<file path="config.mk">
export PLATFORM = sky130hd
export DESIGN_NAME = pwm6_steer
export DESIGN_NICKNAME = d
export VERILOG_FILES = /design/src/rtl/pwm6_pkg.sv /design/src/rtl/pwm6_counter.sv /design/src/rtl/pwm6_wave.sv /design/src/rtl/pwm6_pinmux.sv /design/src/rtl/pwm6_steer.sv
export SDC_FILE = /design/constraint.sdc
export NUM_CORES = 1
export LEC_CHECK = 0
export BUFFER_PORTS_ARGS = -buffer_cell sky130_fd_sc_hd__buf_2
export CORE_ASPECT_RATIO = 0.75
export CORE_MARGIN = 2
export CORE_UTILIZATION = 42
export DETAILED_ROUTE_END_ITERATION = 16
export GPL_ROUTABILITY_DRIVEN = 0
export MAX_ROUTING_LAYER = met4
export PLACE_DENSITY = 0.73
export SLEW_MARGIN = 20
export SYNTH_ARGS = -nofsm -noshare
export SYNTH_HDL_FRONTEND = slang
export SYNTH_SLANG_ARGS = --single-unit
</file>
<file path="constraint.sdc">
create_clock -name clk -period 2.2 [get_ports clk]
set_clock_uncertainty 0.15 [all_clocks]
set_input_delay 0.44 -clock clk [delete_from_list [all_inputs] [get_ports clk]]
set_output_delay 0.44 -clock clk [all_outputs]
set_load 0.02 [all_outputs]
</file>
<file path="src/rtl/pwm6_pkg.sv">
package pwm6_pkg;
  typedef enum logic [1:0] {
    OUT_OFF    = 2'b00,
    OUT_NORM_A = 2'b01,
    OUT_NORM   = 2'b10,
    OUT_INV    = 2'b11
  } out_mode_e;
endpackage

</file>
<file path="src/rtl/pwm6_counter.sv">
module pwm6_counter #(
  parameter int CNT_W = 8
) (
  input  logic             clk,
  input  logic             rst_n,
  input  logic             tick,
  input  logic [CNT_W-1:0] period_lim,
  input  logic             slope_dual,
  output logic [CNT_W-1:0] cnt,
  output logic             dir_up,
  output logic             mode_act,
  output logic             reload
);
  localparam logic [CNT_W-1:0] ONE = CNT_W'(1);

  logic [CNT_W-1:0] lim_act;
  logic [CNT_W-1:0] cnt_nxt;
  logic             dir_nxt;
  logic             wrap;

  always_comb begin
    cnt_nxt = cnt;
    dir_nxt = dir_up;
    wrap    = 1'b0;
    if (!mode_act) begin
      dir_nxt = 1'b1;
      if (cnt == lim_act) begin
        cnt_nxt = '0;
        wrap    = 1'b1;
      end else begin
        cnt_nxt = cnt + ONE;
      end
    end else if (dir_up && cnt != lim_act) begin
      cnt_nxt = cnt + ONE;
    end else if (cnt <= ONE) begin
      cnt_nxt = '0;
      dir_nxt = 1'b1;
      wrap    = 1'b1;
    end else begin
      cnt_nxt = cnt - ONE;
      dir_nxt = 1'b0;
    end
  end

  assign reload = tick & wrap;

  always_ff @(posedge clk) begin
    if (!rst_n) begin
      cnt      <= '0;
      dir_up   <= 1'b1;
      lim_act  <= '0;
      mode_act <= 1'b0;
    end else if (tick) begin
      cnt    <= cnt_nxt;
      dir_up <= dir_nxt;
      if (wrap) begin
        lim_act  <= period_lim;
        mode_act <= slope_dual;
      end
    end
  end

  assert_cnt_bounded_R1: assert property (@(posedge clk) disable iff (!rst_n)
    cnt <= lim_act);
  assert_idle_hold_R3: assert property (@(posedge clk) disable iff (!rst_n)
    !tick |=> $stable(cnt) && $stable(dir_up));
  assert_turn_at_limit_R2: assert property (@(posedge clk) disable iff (!rst_n)
    $fell(dir_up) |-> $past(cnt) == $past(lim_act));
  assert_limit_buffered_R10: assert property (@(posedge clk) disable iff (!rst_n)
    !reload |=> $stable(lim_act) && $stable(mode_act));
endmodule

</file>
<file path="src/rtl/pwm6_wave.sv">
module pwm6_wave
  import pwm6_pkg::*;
#(
  parameter int CNT_W = 8
) (
  input  logic             clk,
  input  logic             rst_n,
  input  logic             reload,
  input  logic [CNT_W-1:0] cmp_val,
  input  logic [CNT_W-1:0] cnt,
  input  logic             dir_up,
  input  logic             mode_act,
  input  logic [1:0]       out_mode,
  output logic             wave
);
  logic [CNT_W-1:0] cmp_act;
  logic             raw;

  always_ff @(posedge clk) begin
    if (!rst_n)      cmp_act <= '0;
    else if (reload) cmp_act <= cmp_val;
  end

  assign raw  = (cnt < cmp_act) || (mode_act && !dir_up && cnt == cmp_act);
  assign wave = (out_mode_e'(out_mode) == OUT_INV) ? ~raw : raw;

  assert_cmp_buffered_R10: assert property (@(posedge clk) disable iff (!rst_n)
    !reload |=> $stable(cmp_act));
  assert_down_match_high_R6: assert property (@(posedge clk) disable iff (!rst_n)
    (mode_act && !dir_up && cnt == cmp_act && out_mode != 2'b11) |-> wave);
endmodule

</file>
<file path="src/rtl/pwm6_pinmux.sv">
module pwm6_pinmux
  import pwm6_pkg::*;
#(
  parameter int NUM_PAIRS = 3
) (
  input  logic                   clk,
  input  logic                   rst_n,
  input  logic                   wave,
  input  logic [1:0]             out_mode,
  input  logic [2*NUM_PAIRS-1:0] pin_en,
  input  logic [2*NUM_PAIRS-1:0] port_val,
  output logic [2*NUM_PAIRS-1:0] pins
);
  localparam int NPIN = 2 * NUM_PAIRS;

  logic             connected;
  logic [NPIN-1:0]  gen;

  assign connected = (out_mode_e'(out_mode) != OUT_OFF);

  for (genvar k = 0; k < NUM_PAIRS; k++) begin : g_pair
    assign gen[2*k]   = wave;
    assign gen[2*k+1] = ~wave;

    assert_pair_invert_R8: assert property (@(posedge clk) disable iff (!rst_n)
      (connected && pin_en[2*k] && pin_en[2*k+1]) |-> pins[2*k] != pins[2*k+1]);
  end

  for (genvar i = 0; i < NPIN; i++) begin : g_pin
    assign pins[i] = (connected && pin_en[i]) ? gen[i] : port_val[i];
  end

  assert_port_pass_R9: assert property (@(posedge clk) disable iff (!rst_n)
    (out_mode == 2'b00) |-> pins == port_val);
endmodule

</file>
<file path="src/rtl/pwm6_steer.sv">
module pwm6_steer #(
  parameter int CNT_W     = 8,
  parameter int NUM_PAIRS = 3
) (
  input  logic                   clk,
  input  logic                   rst_n,
  input  logic                   tick,
  input  logic [CNT_W-1:0]       period_lim,
  input  logic [CNT_W-1:0]       cmp_val,
  input  logic                   slope_dual,
  input  logic [1:0]             out_mode,
  input  logic [2*NUM_PAIRS-1:0] pin_en,
  input  logic [2*NUM_PAIRS-1:0] port_val,
  output logic [2*NUM_PAIRS-1:0] pins,
  output logic                   ovf_flag,
  input  logic                   ovf_clr
);
  logic [CNT_W-1:0] cnt;
  logic             dir_up;
  logic             mode_act;
  logic             reload;
  logic             wave;

  pwm6_counter #(.CNT_W(CNT_W)) u_counter (
    .clk(clk), .rst_n(rst_n), .tick(tick), .period_lim(period_lim),
    .slope_dual(slope_dual), .cnt(cnt), .dir_up(dir_up),
    .mode_act(mode_act), .reload(reload)
  );

  pwm6_wave #(.CNT_W(CNT_W)) u_wave (
    .clk(clk), .rst_n(rst_n), .reload(reload), .cmp_val(cmp_val),
    .cnt(cnt), .dir_up(dir_up), .mode_act(mode_act),
    .out_mode(out_mode), .wave(wave)
  );

  pwm6_pinmux #(.NUM_PAIRS(NUM_PAIRS)) u_pinmux (
    .clk(clk), .rst_n(rst_n), .wave(wave), .out_mode(out_mode),
    .pin_en(pin_en), .port_val(port_val), .pins(pins)
  );

  always_ff @(posedge clk) begin
    if (!rst_n)       ovf_flag <= 1'b0;
    else if (reload)  ovf_flag <= 1'b1;
    else if (ovf_clr) ovf_flag <= 1'b0;
  end

  assert_flag_set_R4: assert property (@(posedge clk) disable iff (!rst_n)
    reload |=> ovf_flag);
  assert_flag_clear_R4: assert property (@(posedge clk) disable iff (!rst_n)
    (ovf_clr && !reload) |=> !ovf_flag);
  assert_flag_sticky_R4: assert property (@(posedge clk) disable iff (!rst_n)
    (ovf_flag && !ovf_clr) |=> ovf_flag);
endmodule

</file>
# --- Yosys cells after proc, flatten, opt, wreduce, memory -nomap -nowiden ---
# Cells that the tools add are included.
totals:
  output_inout_bits: 7
  inputBits: 35
  elab_cells: 52
  register_bits: 27
classes:
  magnitude_cmp: 2
  bitwise_logic: 3
  n_addsub: 2
  n_reduce_logical: 15
  eq_ne: 5
  n_mux: 19
op_table:
  columns: ["operator", "count"]
  rows:
  - ["$mux 8", 4]
  - ["$eq 8x8->1", 2]
  - ["$mux 1", 15]
  - ["$logic_and 1x1->1", 9]
  - ["$add 8x1->8 const B", 1]
  - ["$le 8x1->1 const B", 1]
  - ["$lt 8x8->1", 1]
  - ["$ne 8x8->1", 1]
  - ["$sub 8x1->8 const B", 1]
  - ["$reduce_and 2->1", 2]
  - ["$reduce_bool 2->1", 2]
  - ["$eq 2x2->1 const B", 1]
  - ["$ne 2x2->1 const B", 1]
  - ["$not 1->1", 2]
  - ["$and 1x1->1", 1]
  - ["$logic_not 1->1", 1]
  - ["$logic_or 1x1->1", 1]

# --- Depth between registers and ports, before layout ---
depth:
  word_depth: 8
  mapped_depth: 9
  depth_no_buf: 8

# --- Hierarchy ---
# From an unflattened synthesis, not the netlist that was laid out.
hier_totals:
  cells_unflattened: 227
  area_unflattened_um2: 1905.6
by_module_without_submodules:
  columns: ["module", "cells_each", "seq_area_each_um2", "area_per_inst_um2", "instances"]
  rows:
  - ["pwm6_counter", 155, 360.3, 1251.2, 1]
  - ["pwm6_wave", 54, 160.2, 508.0, 1]
  - ["pwm6_pinmux", 15, 0.0, 105.1, 1]
  - ["pwm6_steer", 3, 20.0, 41.3, 1]

# --- Worst setup path after synthesis ---
# OpenSTA, ideal clock, no wires.
synth_timing:
  kind: "reg-to-output"
  from: "register u_counter.cnt[1]"
  to: "output port pins[1]"
  slack_ns: -0.427
  t_required_ns: 1.610
  n_path_buf: 0
  arrival_time_ns: 2.037
  stages_incl_launch_ff: 8
  cell_sequence: "dfxtp_1 -> ha_1 -> nor2b_1 -> o21bai_1 -> a21oi_1 -> a211o_1 -> mux2_2 -> o21ai_0"
synth_via:
  elab_chain_len: 7
  elab_cells_between_ends: 8
synth_rtl:
  columns: ["element", "line_no", "source"]
  rows:
  - ["start, declared", "pwm6_counter.sv:9", "output logic [CNT_W-1:0] cnt,"]
  - ["start signal, assigned", "pwm6_counter.sv:54", "cnt <= cnt_nxt;"]
  - ["parallel branches: the longest is 2 deep, another holds $lt 8x8->1", null, null]
  - ["$logic_or 1x1->1 *", "pwm6_wave.sv:24", "assign raw = (cnt < cmp_act) || (mode_act && !dir_up && cnt == cmp_act);"]
  - ["$not 1->1", "pwm6_wave.sv:25", "assign wave = (out_mode_e'(out_mode) == OUT_INV) ? ~raw : raw;"]
  - ["$mux 1 *", "pwm6_wave.sv:25", null]
  - ["$not 1->1 *", "pwm6_pinmux.sv:23", "assign gen[2*k+1] = ~wave;"]
  - ["$mux 1 *", "pwm6_pinmux.sv:30", "assign pins[i] = (connected && pin_en[i]) ? gen[i] : port_val[i];"]
  - ["end, declared", "pwm6_steer.sv:14", "output logic [2*NUM_PAIRS-1:0] pins,"]
# Mark *: on every way between the ends.

# --- Final worst setup path ---
layout_timing:
  from: "register u_wave.cmp_act[7]"
  to: "output port pins[4]"
layout_via:
  elab_chain_len: 6
  elab_cells_between_ends: 7
layout_rtl:
  columns: ["element", "line_no", "source"]
  rows:
  - ["start, declared", "pwm6_wave.sv:16", "logic [CNT_W-1:0] cmp_act;"]
  - ["start signal, assigned", "pwm6_wave.sv:21", "else if (reload) cmp_act <= cmp_val;"]
  - ["parallel branches: the longest is 2 deep, another holds $lt 8x8->1", null, null]
  - ["$logic_or 1x1->1 *", "pwm6_wave.sv:24", null]
  - ["$not 1->1", "pwm6_wave.sv:25", null]
  - ["$mux 1 *", "pwm6_wave.sv:25", null]
  - ["$mux 1 *", "pwm6_pinmux.sv:30", null]
# Marks and branches as above.

==> metrics.yaml <==
critical_path:
  worst-endpoint-required_ns: 1.61
  r2r.worst_path.cells: 7
  worst_setup_path_start_kind: "flop"
  endpoint_kind: "output port"
  crit_arrival_ns: 2.30
  crit_fanout: 3
  critPathKind: "flop to output port"
floorplan:
  die-area_sq_um: 5190
  design.core.area_sq_um: 4470
  rows: 21
  chipHeight_um: 62.9
  io-pin-count: 42
  initial_core_util_pct: 43.5
  die_w_um: 82.5
pwr:
  pwr-share-clk_pct: 8.1
  pwr-share-comb_pct: 71.5
  power.static_leakage_nw: 1.17
  pwr-share-seq_pct: 20.4
  p_sw_mw: 1.88
  power-per-cell-area_nw_per_um2: 1400
  intPower_mw: 1.96
  switching_share_pct: 49.0
  totalPowerFinal_mw: 3.83
  power.ir.vdd_worst_v: 0.000872
grt:
  gr_ovfl_total: 0
  gr-usage-all-layers_pct: 20.7
  grt_start_max_net_pins: 30
  grt_pass1_vias: 1741
  grt_antenna_before_repair: 0
  wire_length_of_the_first_global_routing_pass_mm: 8.29
synth:
  async_reset_ff_share_pct: 0
  yosys_register_bits: 27
  post_synth_inst_count: 240
  synth_fp_nets: 286
  synthesis.yosys.warnings: 0
  average_footprint_of_a_synthesized_cell_sq_um: 8.10
  ys_dominant_reg_cell: "dfxtp_1"
  seq_area_frac_synth_pct: 27.8
  ys_types: 51
  synth_enable_flop_cells: 0
  post_synth_instance_area_sq_um: 1940
cells_and_area:
  flow.area_growth_from_synthesis_pct: 41.3
  number_of_standard_cells_in_the_final_layout_excluding_fillers: 357
  diodes: 0
  final_nets: 347
  filler_cell_count: 374
  share_of_final_layout_standard_cells_stronger_than_drive_strength_1_pct: 46.3
  layout_cell_area_excl_fill_sq_um: 2750
timing:
  hold_viol_final: 0
  fmax_mhz: 346
  finalCriticalPeriod_ns: 2.89
  worst_slew_pin_slew_ns: 0.525
  setup_violations: 6
  max_slew_headroom_pct: 64.6
  setup_repair_after_global_routing_missed_its_margin: "yes"
  report.final.slew_viol_count: 0
  worst_slack_ns: -0.692
  final.setup.tns_ns: -3.88
  period_share_pct: 131
routing:
  routed_wire_length_per_instance_um: 17.5
  wirelength_met1_mm: 2.74
  wl_met3_um: 414
  remaining_drc_errors: 0
  dr.first_iter.drc_count: 199
  routed-via-count: 2014
  antenna_left: 0
  drtPass1Iterations: 5
  maxUsedRoutingLayer: "met4"
  routed_wirelength_mm: 6.25
  met2RoutedLength_mm: 2.91
  detail_route.vias_per_cell: 5.64
status:
  status: "finished with violations"
  violations: "negative setup slack"
run:
  drv_cap: 0
clock_network:
  clk-insertion-delay-late_ns: 0.29
  cts_tree: "done"
  cts.root.buffer_cell: "clkbuf_8"
  clock_sink_count: 27
  cts.clk_slew.worst_paths_ns: 0.10
  max-clock-path-buffers: 2
  numCtsBuffers: 3
  cts_htree_levels: 1
min_path:
  worst_hold_path_type: "input port to flop"
  hold-path-cell-count: 3
placed_design:
  port_buffers: 41
  dpl.cell_count: 344
  dp_slack_ns: -0.341
  dpl_cell_area_sq_um: 2390
  dp_hpwl_mm: 3.51
critical path, stage by stage (launching register included):
cell     delay, ns
dfxtp_2       0.35
inv_2         0.06
ha_4          0.26
nand4_1       0.17
o41ai_1       0.59
mux2i_2       0.22
a21oi_2       0.19
buf_2         0.18
sequential cells by signal, indices dropped and copies added (netlist names):
signal / count
u_counter.cnt: 8
u_counter.dir_up: 1
u_counter.lim_act: 8
ovf_flag: 1
u_counter.mode_act: 1
u_wave.cmp_act: 8
routing by layer:
layer | global-route usage (%) | vias up
met5 | - | -
met1 | 29.3 | 937
met4 | 2.87 | 0
met2 | 31.5 | 91
li1 | - | 968
met3 | 3.76 | 18
power by group through the flow:
stage | clock [mW] | sequential (mW) | combinational (mW)
detailed placement | 0 | 0.753 | 2.12
CTS | 0.306 | 0.761 | 2.22
finish | 0.312 | 0.782 | 2.74
global route | 0.333 | 0.801 | 2.94
global placement | 0 | 0.747 | 2.09
floorplan | 0 | 0.764 | 1.44
cell type report:
cell class / instances / area, sq um / share of cell area, %
Timing Repair Buffer: 67 / 499 / 18.2
Multi-Input combinational cell: 187 / 1510 / 55.0
Inverter: 15 / 56.3 / 2.05
Clock buffer: 3 / 41.3 / 1.50
Clock inverter: 1 / 6.26 / 0.228
Sequential cell: 27 / 562 / 20.5
Tap cell: 57 / 71.3 / 2.60
placed cells by master (no fill, tap or decap), drive strengths merged, types with 2 or more instances in the layout:
| cell | instances |
|---|---|
| a22oi | 3 |
| and3 | 2 |
| nor2 | 12 |
| o22ai | 3 |
| nand3 | 5 |
| buf | 65 |
| xnor2 | 3 |
| xor2 | 10 |
| dfxtp | 27 |
| ha | 11 |
| o21a | 5 |
| a21oi | 16 |
| or3 | 4 |
| a21boi | 19 |
| nor3 | 4 |
| nor2b | 4 |
| or2 | 2 |
| nor4 | 2 |
| nand2 | 34 |
| clkbuf | 5 |
| o21ai | 23 |
| or4 | 2 |
| a21o | 3 |
| inv | 16 |
| mux2i | 3 |
per-stage QoR:
step	utilization [%]	hold WS (ns)
floorplan	-	0.295
global placement	53.4	0.315
detailed placement	53.4	0.319
CTS	56.6	0.228
global route	61.5	0.231
finish	61.5	0.220
synthesized netlist by cell type (4+ instances only):
master | instances | area share, %
xor2_1 | 9 | 4.1
inv_1 | 15 | 2.9
clkbuf_1 | 7 | 1.4
nor2_1 | 8 | 1.5
dfxtp_1 | 27 | 28
nand3_1 | 5 | 1.3
o21a_1 | 5 | 1.9
ha_1 | 11 | 7.1
nor2b_1 | 4 | 1.3
a21boi_0 | 9 | 3.5
nand2_1 | 33 | 6.4
a21oi_1 | 16 | 4.1
nor3_1 | 4 | 1.0
a21boi_1 | 9 | 3.5
o21ai_0 | 23 | 5.9
kinds of logic after synthesis:
logic type	synth area share (%)
AO/OA/AOI/OAI	28.7
adder cells (fa/ha/maj)	7.08
multiplexers	2.12
XOR/XNOR	6.25
flip-flops	27.8
buffers and inverters	7.15
AND/OR/NAND/NOR	20.9
timing repair:
| item | CTS | global route |
|---|---|---|
| setup endpoints to repair | 7 | 26 |
| cloned | 0 | 5 |
| resized for setup | 25 | 54 |
| hold buffers | 0 | 0 |
| pin swaps | 7 | 20 |
| buffers inserted | 1 | 3 |
worst paths after layout:
path | start | end | slack [ns]
setup reg to reg | u_counter.cnt[2] | u_wave.cmp_act[7] | 0
setup / recovery | u_wave.cmp_act[7] | pins[4] | -0.69
hold / removal | period_lim[2] | u_counter.lim_act[2] | 0.22
hold reg to reg | u_counter.lim_act[4] | u_counter.lim_act[4] | 0.33
(Power assumes the default switching activity.)
